<file path="config.mk">
export PLATFORM = sky130hd
export DESIGN_NAME = patrol_scrub
export DESIGN_NICKNAME = d
export VERILOG_FILES = /design/src/rtl/scrub_pkg.sv /design/src/rtl/scrub_secded.sv /design/src/rtl/scrub_pacer.sv /design/src/rtl/scrub_sat_cnt.sv /design/src/rtl/patrol_scrub.sv
export SDC_FILE = /design/constraint.sdc
export NUM_CORES = 1
export LEC_CHECK = 0
export BUFFER_PORTS_ARGS = -buffer_cell sky130_fd_sc_hd__buf_2
export CORE_ASPECT_RATIO = 1.25
export CORE_MARGIN = 1
export CORE_UTILIZATION = 40
export CTS_CLUSTER_SIZE = 10
export DETAILED_ROUTE_END_ITERATION = 8
export MAX_ROUTING_LAYER = met4
export SETUP_SLACK_MARGIN = 0.2
export SYNTH_ARGS = -nofsm -noshare
export SYNTH_HDL_FRONTEND = slang
export SYNTH_SLANG_ARGS = --single-unit
</file>
<file path="constraint.sdc">
create_clock -name clk -period 3.7 [get_ports clk]
set_input_delay 0.555 -clock clk [delete_from_list [all_inputs] [get_ports clk]]
set_output_delay 0.555 -clock clk [all_outputs]
set_load 0.1 [all_outputs]
</file>
<file path="src/rtl/scrub_pkg.sv">
package scrub_pkg;

   localparam int DATA_W = 64;
   localparam int SYN_W  = 7;
   localparam int WORD_W = 72;

   typedef enum logic [2:0] {
      ST_OFF,
      ST_READ,
      ST_RESP,
      ST_WRITE,
      ST_WAIT
   } scrub_st_e;

   // XOR of the Hamming positions of all set data bits
   function automatic logic [SYN_W-1:0] data_syndrome(input logic [DATA_W-1:0] d);
      logic [SYN_W-1:0] s;
      int k;
      s = '0;
      k = 0;
      for (int p = 1; p < WORD_W; p++) begin
         if ((p & (p - 1)) != 0) begin
            if (d[k]) s = s ^ SYN_W'(p);
            k++;
         end
      end
      return s;
   endfunction

   function automatic logic [WORD_W-1:0] secded_encode(input logic [DATA_W-1:0] d);
      logic [WORD_W-1:0] w;
      w = '0;
      w[DATA_W-1:0] = d;
      w[DATA_W+SYN_W-1:DATA_W] = data_syndrome(d);
      w[WORD_W-1] = ^w[WORD_W-2:0];
      return w;
   endfunction

   // invert the data bit living at Hamming position syn (no-op for check positions)
   function automatic logic [DATA_W-1:0] flip_data(input logic [DATA_W-1:0] d,
                                                   input logic [SYN_W-1:0] syn);
      logic [DATA_W-1:0] r;
      int k;
      r = d;
      k = 0;
      for (int p = 1; p < WORD_W; p++) begin
         if ((p & (p - 1)) != 0) begin
            if (SYN_W'(p) == syn) r[k] = ~r[k];
            k++;
         end
      end
      return r;
   endfunction

endpackage

</file>
<file path="src/rtl/scrub_secded.sv">
module scrub_secded
   import scrub_pkg::*;
(
   input  logic [WORD_W-1:0] word_in,
   output logic              single_err,
   output logic              double_err,
   output logic [WORD_W-1:0] fixed_word
);

   localparam logic [SYN_W-1:0] LAST_POS = SYN_W'(WORD_W - 1);

   logic [SYN_W-1:0]  syn;
   logic              odd;
   logic              in_range;
   logic [DATA_W-1:0] data_fix;

   always_comb begin
      syn        = data_syndrome(word_in[DATA_W-1:0]) ^ word_in[DATA_W+SYN_W-1:DATA_W];
      odd        = ^word_in;
      in_range   = (syn <= LAST_POS);
      single_err = odd && in_range;
      double_err = (!odd && (syn != '0)) || (odd && !in_range);
      data_fix   = (odd && in_range) ? flip_data(word_in[DATA_W-1:0], syn)
                                     : word_in[DATA_W-1:0];
      fixed_word = secded_encode(data_fix);
   end

endmodule

</file>
<file path="src/rtl/scrub_pacer.sv">
module scrub_pacer #(
   parameter int PERIOD_W  = 24,
   parameter int PRESC_DIV = 1024
) (
   input  logic                clk,
   input  logic                rst_n,
   input  logic                restart,
   input  logic [PERIOD_W-1:0] period,
   output logic                expired
);

   logic                tick;
   logic [PERIOD_W-1:0] cnt_q;

   generate
      if (PRESC_DIV == 1) begin : g_no_presc
         assign tick = 1'b1;
      end else begin : g_presc
         localparam int PW = $clog2(PRESC_DIV);
         localparam logic [PW-1:0] LAST = PW'(PRESC_DIV - 1);
         logic [PW-1:0] pre_q;
         always_ff @(posedge clk or negedge rst_n) begin
            if (!rst_n)              pre_q <= '0;
            else if (restart)        pre_q <= '0;
            else if (pre_q == LAST)  pre_q <= '0;
            else                     pre_q <= pre_q + PW'(1);
         end
         assign tick = (pre_q == LAST);
      end
   endgenerate

   always_ff @(posedge clk or negedge rst_n) begin
      if (!rst_n)                      cnt_q <= '0;
      else if (restart)                cnt_q <= '0;
      else if (tick && (cnt_q != '1))  cnt_q <= cnt_q + PERIOD_W'(1);
   end

   assign expired = (cnt_q >= period);

   // a fresh interval has only expired if the period itself is zero
   p_fresh_interval_r7: assert property (@(posedge clk) disable iff (!rst_n)
      restart |=> (expired == (period == '0)));

endmodule

</file>
<file path="src/rtl/scrub_sat_cnt.sv">
module scrub_sat_cnt #(
   parameter int W = 16
) (
   input  logic         clk,
   input  logic         rst_n,
   input  logic         clr,
   input  logic         inc,
   output logic [W-1:0] count
);

   localparam logic [W-1:0] TOP = '1;

   always_ff @(posedge clk or negedge rst_n) begin
      if (!rst_n)                   count <= '0;
      else if (clr)                 count <= '0;
      else if (inc && count != TOP) count <= count + W'(1);
   end

   p_sat_hold_r8: assert property (@(posedge clk) disable iff (!rst_n)
      (count == TOP && inc && !clr) |=> (count == TOP));

   p_step_r8: assert property (@(posedge clk) disable iff (!rst_n)
      (count != TOP && inc && !clr) |=> (count == $past(count) + W'(1)));

   p_clear_r9: assert property (@(posedge clk) disable iff (!rst_n)
      clr |=> (count == '0));

endmodule

</file>
<file path="src/rtl/patrol_scrub.sv">
module patrol_scrub
   import scrub_pkg::*;
#(
   parameter int ADDR_W    = 16,
   parameter int PERIOD_W  = 24,
   parameter int PRESC_DIV = 1024,
   parameter int CNT_W     = 16
) (
   input  logic                clk,
   input  logic                rst_n,
   input  logic                cfg_en,
   input  logic [ADDR_W-1:0]   cfg_start,
   input  logic [ADDR_W-1:0]   cfg_end,
   input  logic [PERIOD_W-1:0] cfg_period_slow,
   input  logic [PERIOD_W-1:0] cfg_period_fast,
   input  logic                cfg_fast_sel,
   input  logic                cnt_clr,
   input  logic                host_busy,
   output logic                mem_req,
   output logic                mem_we,
   output logic [ADDR_W-1:0]   mem_addr,
   output logic [WORD_W-1:0]   mem_wdata,
   input  logic                mem_rvalid,
   input  logic [WORD_W-1:0]   mem_rdata,
   output logic                err_valid,
   output logic                err_uncorr,
   output logic [ADDR_W-1:0]   err_addr,
   output logic [CNT_W-1:0]    corr_cnt,
   output logic [CNT_W-1:0]    unc_cnt
);

   localparam int N_KINDS = 2;

   generate
      if (ADDR_W < 1 || ADDR_W > 32) begin : g_bad_addr
         $error("patrol_scrub: ADDR_W must be 1..32");
      end
      if (PERIOD_W < 1) begin : g_bad_period
         $error("patrol_scrub: PERIOD_W must be at least 1");
      end
      if (PRESC_DIV < 1) begin : g_bad_presc
         $error("patrol_scrub: PRESC_DIV must be at least 1");
      end
      if (CNT_W < 1) begin : g_bad_cnt
         $error("patrol_scrub: CNT_W must be at least 1");
      end
   endgenerate

   scrub_st_e           state_q;
   logic [ADDR_W-1:0]   addr_q;
   logic [WORD_W-1:0]   fix_q;
   logic                rep_v_q;
   logic                rep_u_q;
   logic [ADDR_W-1:0]   rep_a_q;

   logic                dec_single;
   logic                dec_double;
   logic [WORD_W-1:0]   dec_fixed;
   logic                expired;
   logic                restart;
   logic                at_end;
   logic                resp_ok;
   logic                corr_evt;
   logic                unc_evt;
   logic [PERIOD_W-1:0] period_sel;
   logic [CNT_W-1:0]    cnt_arr [N_KINDS];

   scrub_secded u_dec (
      .word_in    (mem_rdata),
      .single_err (dec_single),
      .double_err (dec_double),
      .fixed_word (dec_fixed)
   );

   assign period_sel = cfg_fast_sel ? cfg_period_fast : cfg_period_slow;

   scrub_pacer #(.PERIOD_W(PERIOD_W), .PRESC_DIV(PRESC_DIV)) u_pacer (
      .clk     (clk),
      .rst_n   (rst_n),
      .restart (restart),
      .period  (period_sel),
      .expired (expired)
   );

   assign at_end   = (addr_q == cfg_end);
   assign resp_ok  = (state_q == ST_RESP) && mem_rvalid;
   assign corr_evt = resp_ok && dec_single;
   assign unc_evt  = resp_ok && dec_double;
   assign restart  = cfg_en && ((state_q == ST_OFF) || (state_q == ST_WAIT && expired));

   // port drive: reads only when the host is idle, the pending write always
   always_comb begin
      mem_req   = ((state_q == ST_READ) && cfg_en && !host_busy) || (state_q == ST_WRITE);
      mem_we    = (state_q == ST_WRITE);
      mem_addr  = addr_q;
      mem_wdata = fix_q;
   end

   always_ff @(posedge clk or negedge rst_n) begin
      if (!rst_n) begin
         state_q <= ST_OFF;
         addr_q  <= '0;
         fix_q   <= '0;
         rep_v_q <= 1'b0;
         rep_u_q <= 1'b0;
         rep_a_q <= '0;
      end else begin
         rep_v_q <= 1'b0;
         case (state_q)
            ST_OFF: begin
               if (cfg_en) begin
                  addr_q  <= cfg_start;
                  state_q <= ST_READ;
               end
            end
            ST_READ: begin
               if (!cfg_en)         state_q <= ST_OFF;
               else if (!host_busy) state_q <= ST_RESP;
            end
            ST_RESP: begin
               if (mem_rvalid) begin
                  if (dec_single || dec_double) begin
                     rep_v_q <= 1'b1;
                     rep_u_q <= dec_double;
                     rep_a_q <= addr_q;
                  end
                  if (dec_single) begin
                     fix_q   <= dec_fixed;
                     state_q <= ST_WRITE;
                  end else if (at_end) begin
                     state_q <= ST_WAIT;
                  end else begin
                     addr_q  <= addr_q + ADDR_W'(1);
                     state_q <= ST_READ;
                  end
               end
            end
            ST_WRITE: begin
               if (at_end) begin
                  state_q <= ST_WAIT;
               end else begin
                  addr_q  <= addr_q + ADDR_W'(1);
                  state_q <= ST_READ;
               end
            end
            ST_WAIT: begin
               if (!cfg_en) begin
                  state_q <= ST_OFF;
               end else if (expired) begin
                  addr_q  <= cfg_start;
                  state_q <= ST_READ;
               end
            end
            default: state_q <= ST_OFF;
         endcase
      end
   end

   assign err_valid  = rep_v_q;
   assign err_uncorr = rep_u_q;
   assign err_addr   = rep_a_q;

   generate
      for (genvar g = 0; g < N_KINDS; g++) begin : g_cnt
         scrub_sat_cnt #(.W(CNT_W)) u_cnt (
            .clk   (clk),
            .rst_n (rst_n),
            .clr   (cnt_clr),
            .inc   ((g == 0) ? corr_evt : unc_evt),
            .count (cnt_arr[g])
         );
      end
   endgenerate

   assign corr_cnt = cnt_arr[0];
   assign unc_cnt  = cnt_arr[1];

   p_read_idle_r4: assert property (@(posedge clk) disable iff (!rst_n)
      (mem_req && !mem_we) |-> !host_busy);

   p_fix_write_r5: assert property (@(posedge clk) disable iff (!rst_n)
      (resp_ok && dec_single) |=> (mem_req && mem_we));

   p_report_write_r1: assert property (@(posedge clk) disable iff (!rst_n)
      (err_valid && !err_uncorr) |-> (mem_req && mem_we && mem_addr == err_addr));

   p_unc_no_write_r2: assert property (@(posedge clk) disable iff (!rst_n)
      (err_valid && err_uncorr) |-> !(mem_req && mem_we));

   p_window_r6: assert property (@(posedge clk) disable iff (!rst_n)
      (mem_req && !mem_we) |-> (mem_addr >= cfg_start && mem_addr <= cfg_end));

endmodule

</file>
; Word level (Yosys, flattened, before mapping)
; Index checks and enable logic that the tools add are counted.
[word_totals]
out_inout_bits = 140
inputBits = 159
word_cells = 541
ff_bits = 175
[classes]
bitwise_logic = 191
n_eq_ne = 80
n_mux = 221
add_sub_neg = 5
order_cmp = 2
n_reduce_logical = 32
[op_table]
columns = cell, n
row1 = $mux W6, 63
row2 = $eq A6 B7 Y1 const A, 31
row3 = $mux W16, 11
row4 = $mux W5, 31
row5 = $not A3 Y3, 46
row6 = $mux W64, 2
row7 = $not A4 Y4, 32
row8 = $eq A5 B7 Y1 const A, 15
row9 = $mux W7, 15
row10 = $mux W24, 4
row11 = $reduce_xor A72 Y1, 1
row12 = $reduce_xor A71 Y1, 1
row13 = $not A2 Y2, 34
row14 = $not A1 Y1, 64
row15 = $pmux W16 S4, 1
row16 = $mux W63, 1
row17 = $mux W62, 1
row18 = $mux W61, 1
row19 = $mux W4, 15
row20 = $mux W60, 1
row21 = $not A5 Y5, 12
row22 = $mux W59, 1
row23 = $mux W58, 1
row24 = $mux W57, 1
row25 = other kinds (81), 146

; Logic depth before layout (Yosys ltp)
; Gate-level depths: netlist (run 1).
[depth]
depth_word = 322
ltp_mapped = 22
ltp_nobuf = 20

; Hierarchy
; Synthesis (run 1) repeated with hierarchy kept, for this count alone.
[hier_totals]
hier_cells = 1369
area_unflattened_um2 = 14572.7
[modules_own_cells]
columns = module, cells_per_inst, seq_area_each_um2, area_per_inst_um2, instances
row1 = patrol_scrub, 406, 2727.6, 5373.9, 1
row2 = scrub_secded, 488, 0.0, 4763.3, 1
row3 = scrub_pacer, 283, 850.8, 2562.5, 1
row4 = scrub_sat_cnt (g_cnt[0].u_cnt), 98, 400.4, 942.2, 1
row5 = scrub_sat_cnt (g_cnt[1].u_cnt), 94, 400.4, 930.9, 1

; Worst setup path before layout (run 1)
; Ideal clock, no wire load.
[synth_timing]
path_kind = input-to-reg
from = input mem_rdata[55]
to = register fix_q[71] (netlist: mem_wdata[71])
path_stages = 20
arrival_time_ns = 4.856
required_ns = 3.571
setup_time_ns = 0.129
path_slack_ns = -1.285
path_buffers = 2
cell_sequence = clkbuf_1 -> xnor2_1 -> xnor3_2 -> xnor3_2 -> xnor2_2 -> xnor3_2 -> xor2_2 -> or3_1 -> buf_6 -> nor3_4 -> xor2_1 -> xnor2_1 -> xnor2_2 -> xnor2_1 -> xnor2_1 -> xnor2_1 -> xnor2_1 -> xnor2_1 -> xnor2_1 -> o21ai_1
[synth_via]
elab_chain_cells = 180
word_cells_on_any_way = 279
classes_between = order compare (1) / eq/ne (64) / mux (138) / bitwise (72) / reduce/logical (4)
[synth_lines]
columns = item, line_no
row1 = "start, declared", patrol_scrub.sv:24  ; input logic [WORD_W-1:0] mem_rdata,
row2 = $mux W6, scrub_pkg.sv:23  ; if (d[k]) s = s ^ SYN_W'(p);
row3 = $not A6 Y6 (no line), --
row4 = $mux W6, scrub_pkg.sv:23
row5 = $mux W7, scrub_pkg.sv:23
row6 = $not A2 Y2 (no line) or $mux W7 (tied branches), --
row7 = $mux W7, scrub_pkg.sv:23
row8 = $not A3 Y3 (no line) or $not A2 Y2 (tied branches), --
row9 = $mux W7, scrub_pkg.sv:23
row10 = (+163 left out), --
row11 = $not A3 Y3 (no line), --
row12 = $mux W7 (2 in a row), scrub_pkg.sv:23
row13 = $not A3 Y3 (no line) or $mux W7 (tied branches), --
row14 = $mux W7 or $not A3 Y3 (tied branches), --
row15 = $mux W7, scrub_pkg.sv:23
row16 = $not A4 Y4 (no line), --
row17 = $mux W7, scrub_pkg.sv:23
row18 = $reduce_xor A71 Y1, scrub_pkg.sv:35  ; w[WORD_W-1] = ^w[WORD_W-2:0];
row19 = "end signal, assigned", patrol_scrub.sv:128  ; fix_q <= dec_fixed;
row20 = "end, declared", patrol_scrub.sv:51  ; logic [WORD_W-1:0] fix_q;
; Several ways; a longest one is shown, not always the timed one.
; A chain may end at the register's enable or synchronous reset.

; Worst setup path after layout (run 1)
[layout_timing]
from = input mem_rdata[17]
to = register fix_q[71] (netlist: mem_wdata[71])
[layout_via]
elab_chain_cells = 237
word_cells_on_any_way = 355
classes_between = order compare (1) / eq/ne (64) / mux (176) / bitwise (110) / reduce/logical (4)
[layout_lines]
columns = item, line_no
row1 = $mux W5, scrub_pkg.sv:23
row2 = $mux W5 or $not A2 Y2 (tied branches), --
row3 = $not A3 Y3 (no line) or $mux W5 (tied branches), --
row4 = $mux W5 or $not A3 Y3 (tied branches), --
row5 = $mux W5, scrub_pkg.sv:23
row6 = $not A4 Y4 (no line) or $not A3 Y3 (tied branches), --
row7 = $mux W5, scrub_pkg.sv:23
row8 = $mux W5 or $not A4 Y4 (tied branches), --
row9 = (+220 left out), --
row10 = $not A3 Y3 (no line), --
row11 = $mux W7 (2 in a row), scrub_pkg.sv:23
row12 = $not A3 Y3 (no line) or $mux W7 (tied branches), --
row13 = $mux W7 or $not A3 Y3 (tied branches), --
row14 = $mux W7, scrub_pkg.sv:23
row15 = $not A4 Y4 (no line), --
row16 = $mux W7, scrub_pkg.sv:23
row17 = $reduce_xor A71 Y1, scrub_pkg.sv:35
; Several ways; a longest one is shown, not always the timed one.

==> results.json, run 1 <==
{
  "failed_checks": "setup timing",
  "cp_common_cell": "xnor2_1",
  "setup_slack_ns": -0.643,
  "syn-num-nets": 1573,
  "crit_path_start_kind": "input pin",
  "yosysSeqAreaShare_pct": 34.5,
  "synth.distinct_cells": 58,
  "routed-wl-met2_um": 26000,
  "ios": 299,
  "wl_per_cell_um": 20.5,
  "cts_buffers": 17,
  "row_count": 72,
  "period_minus_slack_ns": 4.34,
  "detail-route-antenna-nets": 0,
  "crit_path_end_kind": "register",
  "wl_um": 50300,
  "vias": 12700,
  "port_buffers": 298,
  "fin_skew_ns": 0.0104,
  "drt-met1-wl_um": 19100,
  "fmax_mhz": 230,
  "postSynthCellCount": 1385,
  "min_period_over_period_pct": 117,
  "report.final.slew_viol_count": 0,
  "grt_pass1_wl_um": 74100,
  "max-cap-violations": 0,
  "gp_congestion": 0.977,
  "critPathMaxFanout": 4,
  "route.detailed.drc": 0,
  "maxSlewHeadroom_pct": 46.9,
  "rsz0062_at_grt": "true",
  "htree_num_levels": 4,
  "final_common_cell": "buf_4",
  "grt_max_degree": 82,
  "die_height_um": 201,
  "num_antenna_cells": 0,
  "fillers": 2504,
  "async_reset_ff_share_pct": 100,
  "synth_area_sq_um": 12700,
  "first_pass_iters": 5,
  "clk_pin_slew_ns": 0.08,
  "grt_pass1_vias": 12900,
  "multi_input_area_sq_um": 9600,
  "worst_pin_slew_ns": 0.797,
  "grt_use_total_pct": 31.4,
  "nets": 2219,
  "drtIter0Drc": 682,
  "routed.top_layer": "met4",
  "dominantRegCellSynth": "dfrtp_1",
  "ys_seq_elements": 175,
  "cts_root_buf": "clkbuf_16",
  "area_growth_pct": 62.7,
  "coreArea_sq_um": 31100,
  "hpwl_um": 36900,
  "worstPathRequired_ns": 4.04,
  "wl_met3_um": 2040,
  "dieArea_sq_um": 32400,
  "hold_viol": 0,
  "ys_warn_count": 0,
  "setup_violations": 117,
  "antenna_found_initial": 0,
  "hold_path.class": "input pin to asynchronous set/reset pin",
  "final_core_util_pct": 66.4,
  "seqCellArea_sq_um": 4380,
  "setup.worst_path.class": "input pin to register",
  "grt_overflow": 0,
  "clkLatencyLatePin_ns": 0.45,
  "die_x_um": 161,
  "synth_edf_count": 0,
  "critical_path_arrival_ns": 4.68,
  "status": "finished with violations",
  "worstPathCellList": "buf_6, buf_6, xnor3_1, xnor3_2, xnor3_1, or2_4, buf_6, and2_4, o21ai_1, nand3_1, o21ai_0, xnor2_1, xnor2_1, xnor2_1, xnor2_1, xor2_1, xnor2_1, xnor2_1, xnor2_1, o21ai_1",
  "tns_ns": -36.63,
  "cts_sinks": 175,
  "slowest_delay_ns": 0.43,
  "start_util_pct": 40.8,
  "final_layout_size_suffix_gt1_share_pct": 50.2,
  "cpMaxStageDelayCell": "xnor3_2",
  "final_cell_mix": "buf_4 (296), buf_2 (283), dfrtp_1 (174), xnor2_1 (161), nand2_1 (127)",
  "viasPerCell": 5.19,
  "cts_tree": "done",
  "ctsLongestPathBuffers": 2,
  "synth.avg_cell_area_sq_um": 9.15
}
## layout make-up
class                           count  area share, %
Clock inverter                     12          0.607
Multi-Input combinational cell   1136           46.5
Timing Repair Buffer              689           26.7
Clock buffer                       20           2.21
Sequential cell                   175           21.2
Inverter                           12          0.231
Tap cell                          407           2.47
## stage by stage
step	hold slack, ns	std cells	setup WS, ns	cell area [sq um]
2_1_floorplan	0.259	1385	-0.838	13200
5_1_grt	0.194	2451	-0.821	20600
6_report	0.129	2451	-0.643	20600
3_3_place_gp	0.461	2321	-1.21	17100
3_5_place_dp	0.466	2321	-1.23	17100
4_1_cts	0.175	2415	-0.554	19300
## critical path: cells and delay by family
family                    cells  cell delay (ns)
xor gates and xnor gates     11             2.63
AOI/OAI and AO/OA             3             0.61
and+or+nand+nor               3             0.55
buffers and inverters         3             0.32
## state kept, by name, indices dropped and copies added (netlist names)
register	flops
mem_wdata	72
u_pacer.g_presc.pre_q	10
state_q	3
err_addr	16
g_cnt.u_cnt.count	32
u_pacer.cnt_q	24
err_valid	1
err_uncorr	1
mem_addr	16
## Yosys cell counts, types with 9 or more instances
cell type  number  share of area, %
mux2_2         15               1.3
xnor2_1       205                14
dfrtp_1       175                35
ha_1           29               2.9
nor2_1        123               3.6
and3_1         23               1.1
clkbuf_1       50               1.5
inv_1          12              0.36
a21o_1         11              0.65
xor2_1        135               9.3
and2_1         18              0.89
nor3_1          9              0.36
nand2_1       191               5.7
o22ai_1        10              0.49
a21oi_1        53               2.1
nand4_1        16              0.79
xnor3_1        23               4.1
o21ai_0       101               4.0
nor2b_1        10              0.49
mux2i_1        31               2.4
nand3_1        44               1.7
## per-layer routing
| metal | global-route usage [%] | up-vias |
|---|---|---|
| met2 | 54.3 | 433 |
| met1 | 34.8 | 6216 |
| li1 | - | 5939 |
| met4 | 17.4 | 0 |
| met5 | - | - |
| met3 | 3.84 | 144 |
## path summary, 6_finish.rpt
| kind | from | end | slack [ns] | depth (start not counted) |
|---|---|---|---|---|
| hold reg to reg | err_addr[10] | err_addr[10] | 0.48 | 2 |
| setup / recovery | mem_rdata[17] | mem_wdata[71] | -0.64 | 20 |
| min in group clk | host_busy | state_q[1] | 0.34 | 2 |
| max in group asynchronous | rst_n | err_valid | 2.72 | 2 |
| setup reg to reg | u_pacer.cnt_q[0] | mem_addr[2] | 0.29 | 21 |
| hold / removal | rst_n | mem_wdata[27] | 0.13 | 1 |
## repair_timing
item,in CTS,in global routing
gates cloned,19,6
pin swaps,64,97
gates resized for setup,254,214
hold buffers,0,0
setup endpoints to repair,130,173
setup buffers,43,30
## cell families after synthesis
kind of cell | count (synthesis) | share of synthesized area, %
compound gates | 218 | 9.89
flops | 175 | 34.5
buf+inv | 74 | 2.28
fa+ha+maj | 29 | 2.86
simple gates | 465 | 16.6
mux | 46 | 3.78
xor+xnor | 378 | 30.0
Power of run 1 is left out: the tool's default activity adds up to more than one toggle a clock period on the data nets, which glitch-free logic cannot reach.
==> inputs of run 2 (changes only) <==
Settings changed: SYNTH_HIERARCHICAL set to 1.
==> run 2 against run 1 <==
- the run still ends with setup timing left
- setup slack worse by 0.45 ns
- global-route usage shrank 3.1 points
- cell count rose by 3.1%
- die area increased by 15%
- cell area increased by 7.6%
- count of clock-buffer cells in the layout is 3 lower
==> results.json, run 2 <==
{
  "status": "finished with violations",
  "failed_checks": "setup timing",
  "clkLatencyLatePin_ns": 0.45,
  "die_height_um": 215,
  "period_minus_slack_ns": 4.80,
  "grt_max_degree": 93,
  "coreArea_sq_um": 35600,
  "synth_top_cell_by_area": "dfrtp_1",
  "wl_per_cell_um": 21.0,
  "detail-route-antenna-nets": 0,
  "crit_path_end_kind": "register",
  "final_common_cell": "buf_4",
  "ios": 299,
  "async_reset_ff_share_pct": 100,
  "synth.most_common_cell": "dfrtp_1",
  "grt_pass1_wl_um": 77400,
  "critPathMaxFanout": 6,
  "start_util_pct": 40.9,
  "htree_num_levels": 4,
  "worstPathCellList": "buf_8, xnor3_2, xnor3_2, xnor3_2, xnor2_4, buf_4, xnor3_2, buf_4, nor2_4, buf_4, nand2_1, xnor3_1, xnor3_2, xnor3_2, xor3_2, xnor3_2, xnor3_1, mux2_4",
  "report.final.slew_viol_count": 0,
  "grt_overflow": 0,
  "synth.distinct_cells": 96,
  "yosysSeqAreaShare_pct": 30.1,
  "ctsHoldBuffers": 0,
  "synth_top_area_share_pct": 30.1,
  "hold_path.class": "input pin to asynchronous set/reset pin",
  "ff2ff_path_depth": 13,
  "hold_viol": 0,
  "maxSlewHeadroom_pct": 7.20,
  "critical_path_arrival_ns": 5.14,
  "worst_pin_slew_ns": 1.38,
  "tns_ns": -10.52,
  "cts_sinks": 175,
  "route.detailed.drc": 0,
  "crit_path_start_kind": "input pin",
  "ys_seq_elements": 175,
  "yosys.area_share.simple_pct": 17.6,
  "synth.top_cells.by_count": "dfrtp_1 (175), xnor2_1 (160), nand2_1 (104)",
  "nets": 2227,
  "setup_violations": 42,
  "setup.worst_path.class": "input pin to register",
  "setup_slack_ns": -1.10,
  "synth_edf_count": 0,
  "final_cell_mix": "buf_4 (339), buf_2 (281), dfrtp_1 (175), xnor2_1 (110), nand2_1 (93)",
  "grt_util_met3_pct": 2.92,
  "ctsLongestPathBuffers": 2,
  "port_buffers": 298,
  "ff2ff_setup_slack_ns": 0.43,
  "rsz0062_at_grt": "true",
  "first_pass_iters": 6,
  "area_growth_pct": 52.3,
  "path_buf_inv": 4,
  "busiest_layer": "met2",
  "path_depth": 18,
  "postSynthCellCount": 1369,
  "ys_warn_count": 6,
  "synthTopCellsByArea": "dfrtp_1 (30%), xnor2_1 (9.6%), xnor3_1 (6.8%), mux2_4 (6.2%), xor2_1 (5.0%)",
  "synth_top_family_by_area": "XOR/XNOR gates",
  "synthMuxAreaShare_pct": 11.2,
  "clk_pin_slew_ns": 0.08,
  "final_layout_size_suffix_gt1_share_pct": 55.8,
  "dominantRegCellSynth": "dfrtp_1",
  "cts_buffers": 17,
  "max-cap-violations": 0,
  "wl_um": 53000,
  "grt_use_total_pct": 28.3,
  "slowest_delay_ns": 0.51,
  "cp_common_cell": "xnor3_2",
  "synth_compound_gate_area_share_pct": 7.20,
  "gr-usage-met2_pct": 50.5,
  "synthAdderAreaFrac_pct": 2.49,
  "gp_congestion": 0.997,
  "synth.avg_cell_area_sq_um": 10.6,
  "vias": 13400,
  "fmax_mhz": 208,
  "fin_skew_ns": 0.0168,
  "synth_xor_area_share_pct": 27.2,
  "synth_area_sq_um": 14600,
  "die_x_um": 173,
  "row_count": 77,
  "cpMaxStageDelayCell": "xnor3_2",
  "cts_tree": "done",
  "drtIter0Drc": 737,
  "largest_register_ff_count": 72,
  "dieArea_sq_um": 37200,
  "syn-num-nets": 1557,
  "antenna_found_initial": 1,
  "grt_pass1_vias": 13300,
  "min_period_over_period_pct": 130,
  "worstPathRequired_ns": 4.04,
  "grt_use_met1_pct": 31.2,
  "critPathTopFamily": "XOR/XNOR gates",
  "hpwl_um": 40600,
  "viasPerCell": 5.28,
  "cts_root_buf": "clkbuf_16"
}
==> run 2: changes by cell type after synthesis, sizes merged, moves of 39 or more <==
cell   delta
inv      +39
mux2    +104
nand2    -86
nor2     -63
o21ai    -78
xnor2    -40
xor2     -51
==> run 2: kinds of logic (layout without fill, tap and decap cells) <==
logic type	count (synthesis)	after routing
xor gates and xnor gates	325	325
AOI/OAI and AO/OA	153	157
muxes	124	124
buffers and inverters	117	796
adders and majority gates	29	29
other	0	1
and+or+nand+nor	446	446
DFF	175	175
==> run 2: repair_timing <==
action / in CTS / in global routing
gates resized for setup: 182 / 165
endpoints found under the hold margin: 0 / 0
setup endpoints to repair: 135 / 151
cloned: 2 / 8
pin swaps: 68 / 60
buffers inserted: 41 / 32
==> run 2: final timing paths <==
check | from | endpoint
max in group asynchronous | rst_n | g_cnt[1].u_cnt/count[2]
hold / removal | rst_n | u_pacer/cnt_q[2]
min in group clk | cfg_start[6] | mem_addr[6]
setup reg to reg | u_pacer/cnt_q[4] | u_pacer/cnt_q[11]
setup / recovery | mem_rdata[10] | mem_wdata[71]
hold reg to reg | u_pacer/g_presc.pre_q[0] | u_pacer/g_presc.pre_q[0]
==> run 2: area by class of cell <==
type,instances,area (sq um)
Antenna cell,1,2.50
Clock buffer,17,425
Clock inverter,15,169
Fill cell,2957,13500
Inverter,51,205
Multi-Input combinational cell,1081,11200
Sequential cell,175,4380
Tap cell,474,593
Timing Repair Buffer,713,5230
==> run 2: layer usage <==
layer	wire (um)	part of all wire, %	vias up
li1	-	-	6225
met5	0	0	-
met1	20400	38	6600
met4	2860	5.4	0
met2	28100	53	418
met3	1680	3.2	110
==> run 2: stage by stage <==
stage	setup slack (ns)	instance area [sq um]	instances	hold slack (ns)	util, %
final	-1.10	22200	2527	0.129	62.3
after global routing	-1.16	22200	2527	0.187	62.3
after CTS	-0.954	21000	2486	0.176	58.9
after detailed placement	-1.60	19200	2411	0.469	53.9
after global placement	-1.59	19200	2411	0.457	53.9
after floorplan	-1.05	15000	1369	0.259	-
Power of run 2 is left out for the same reason.
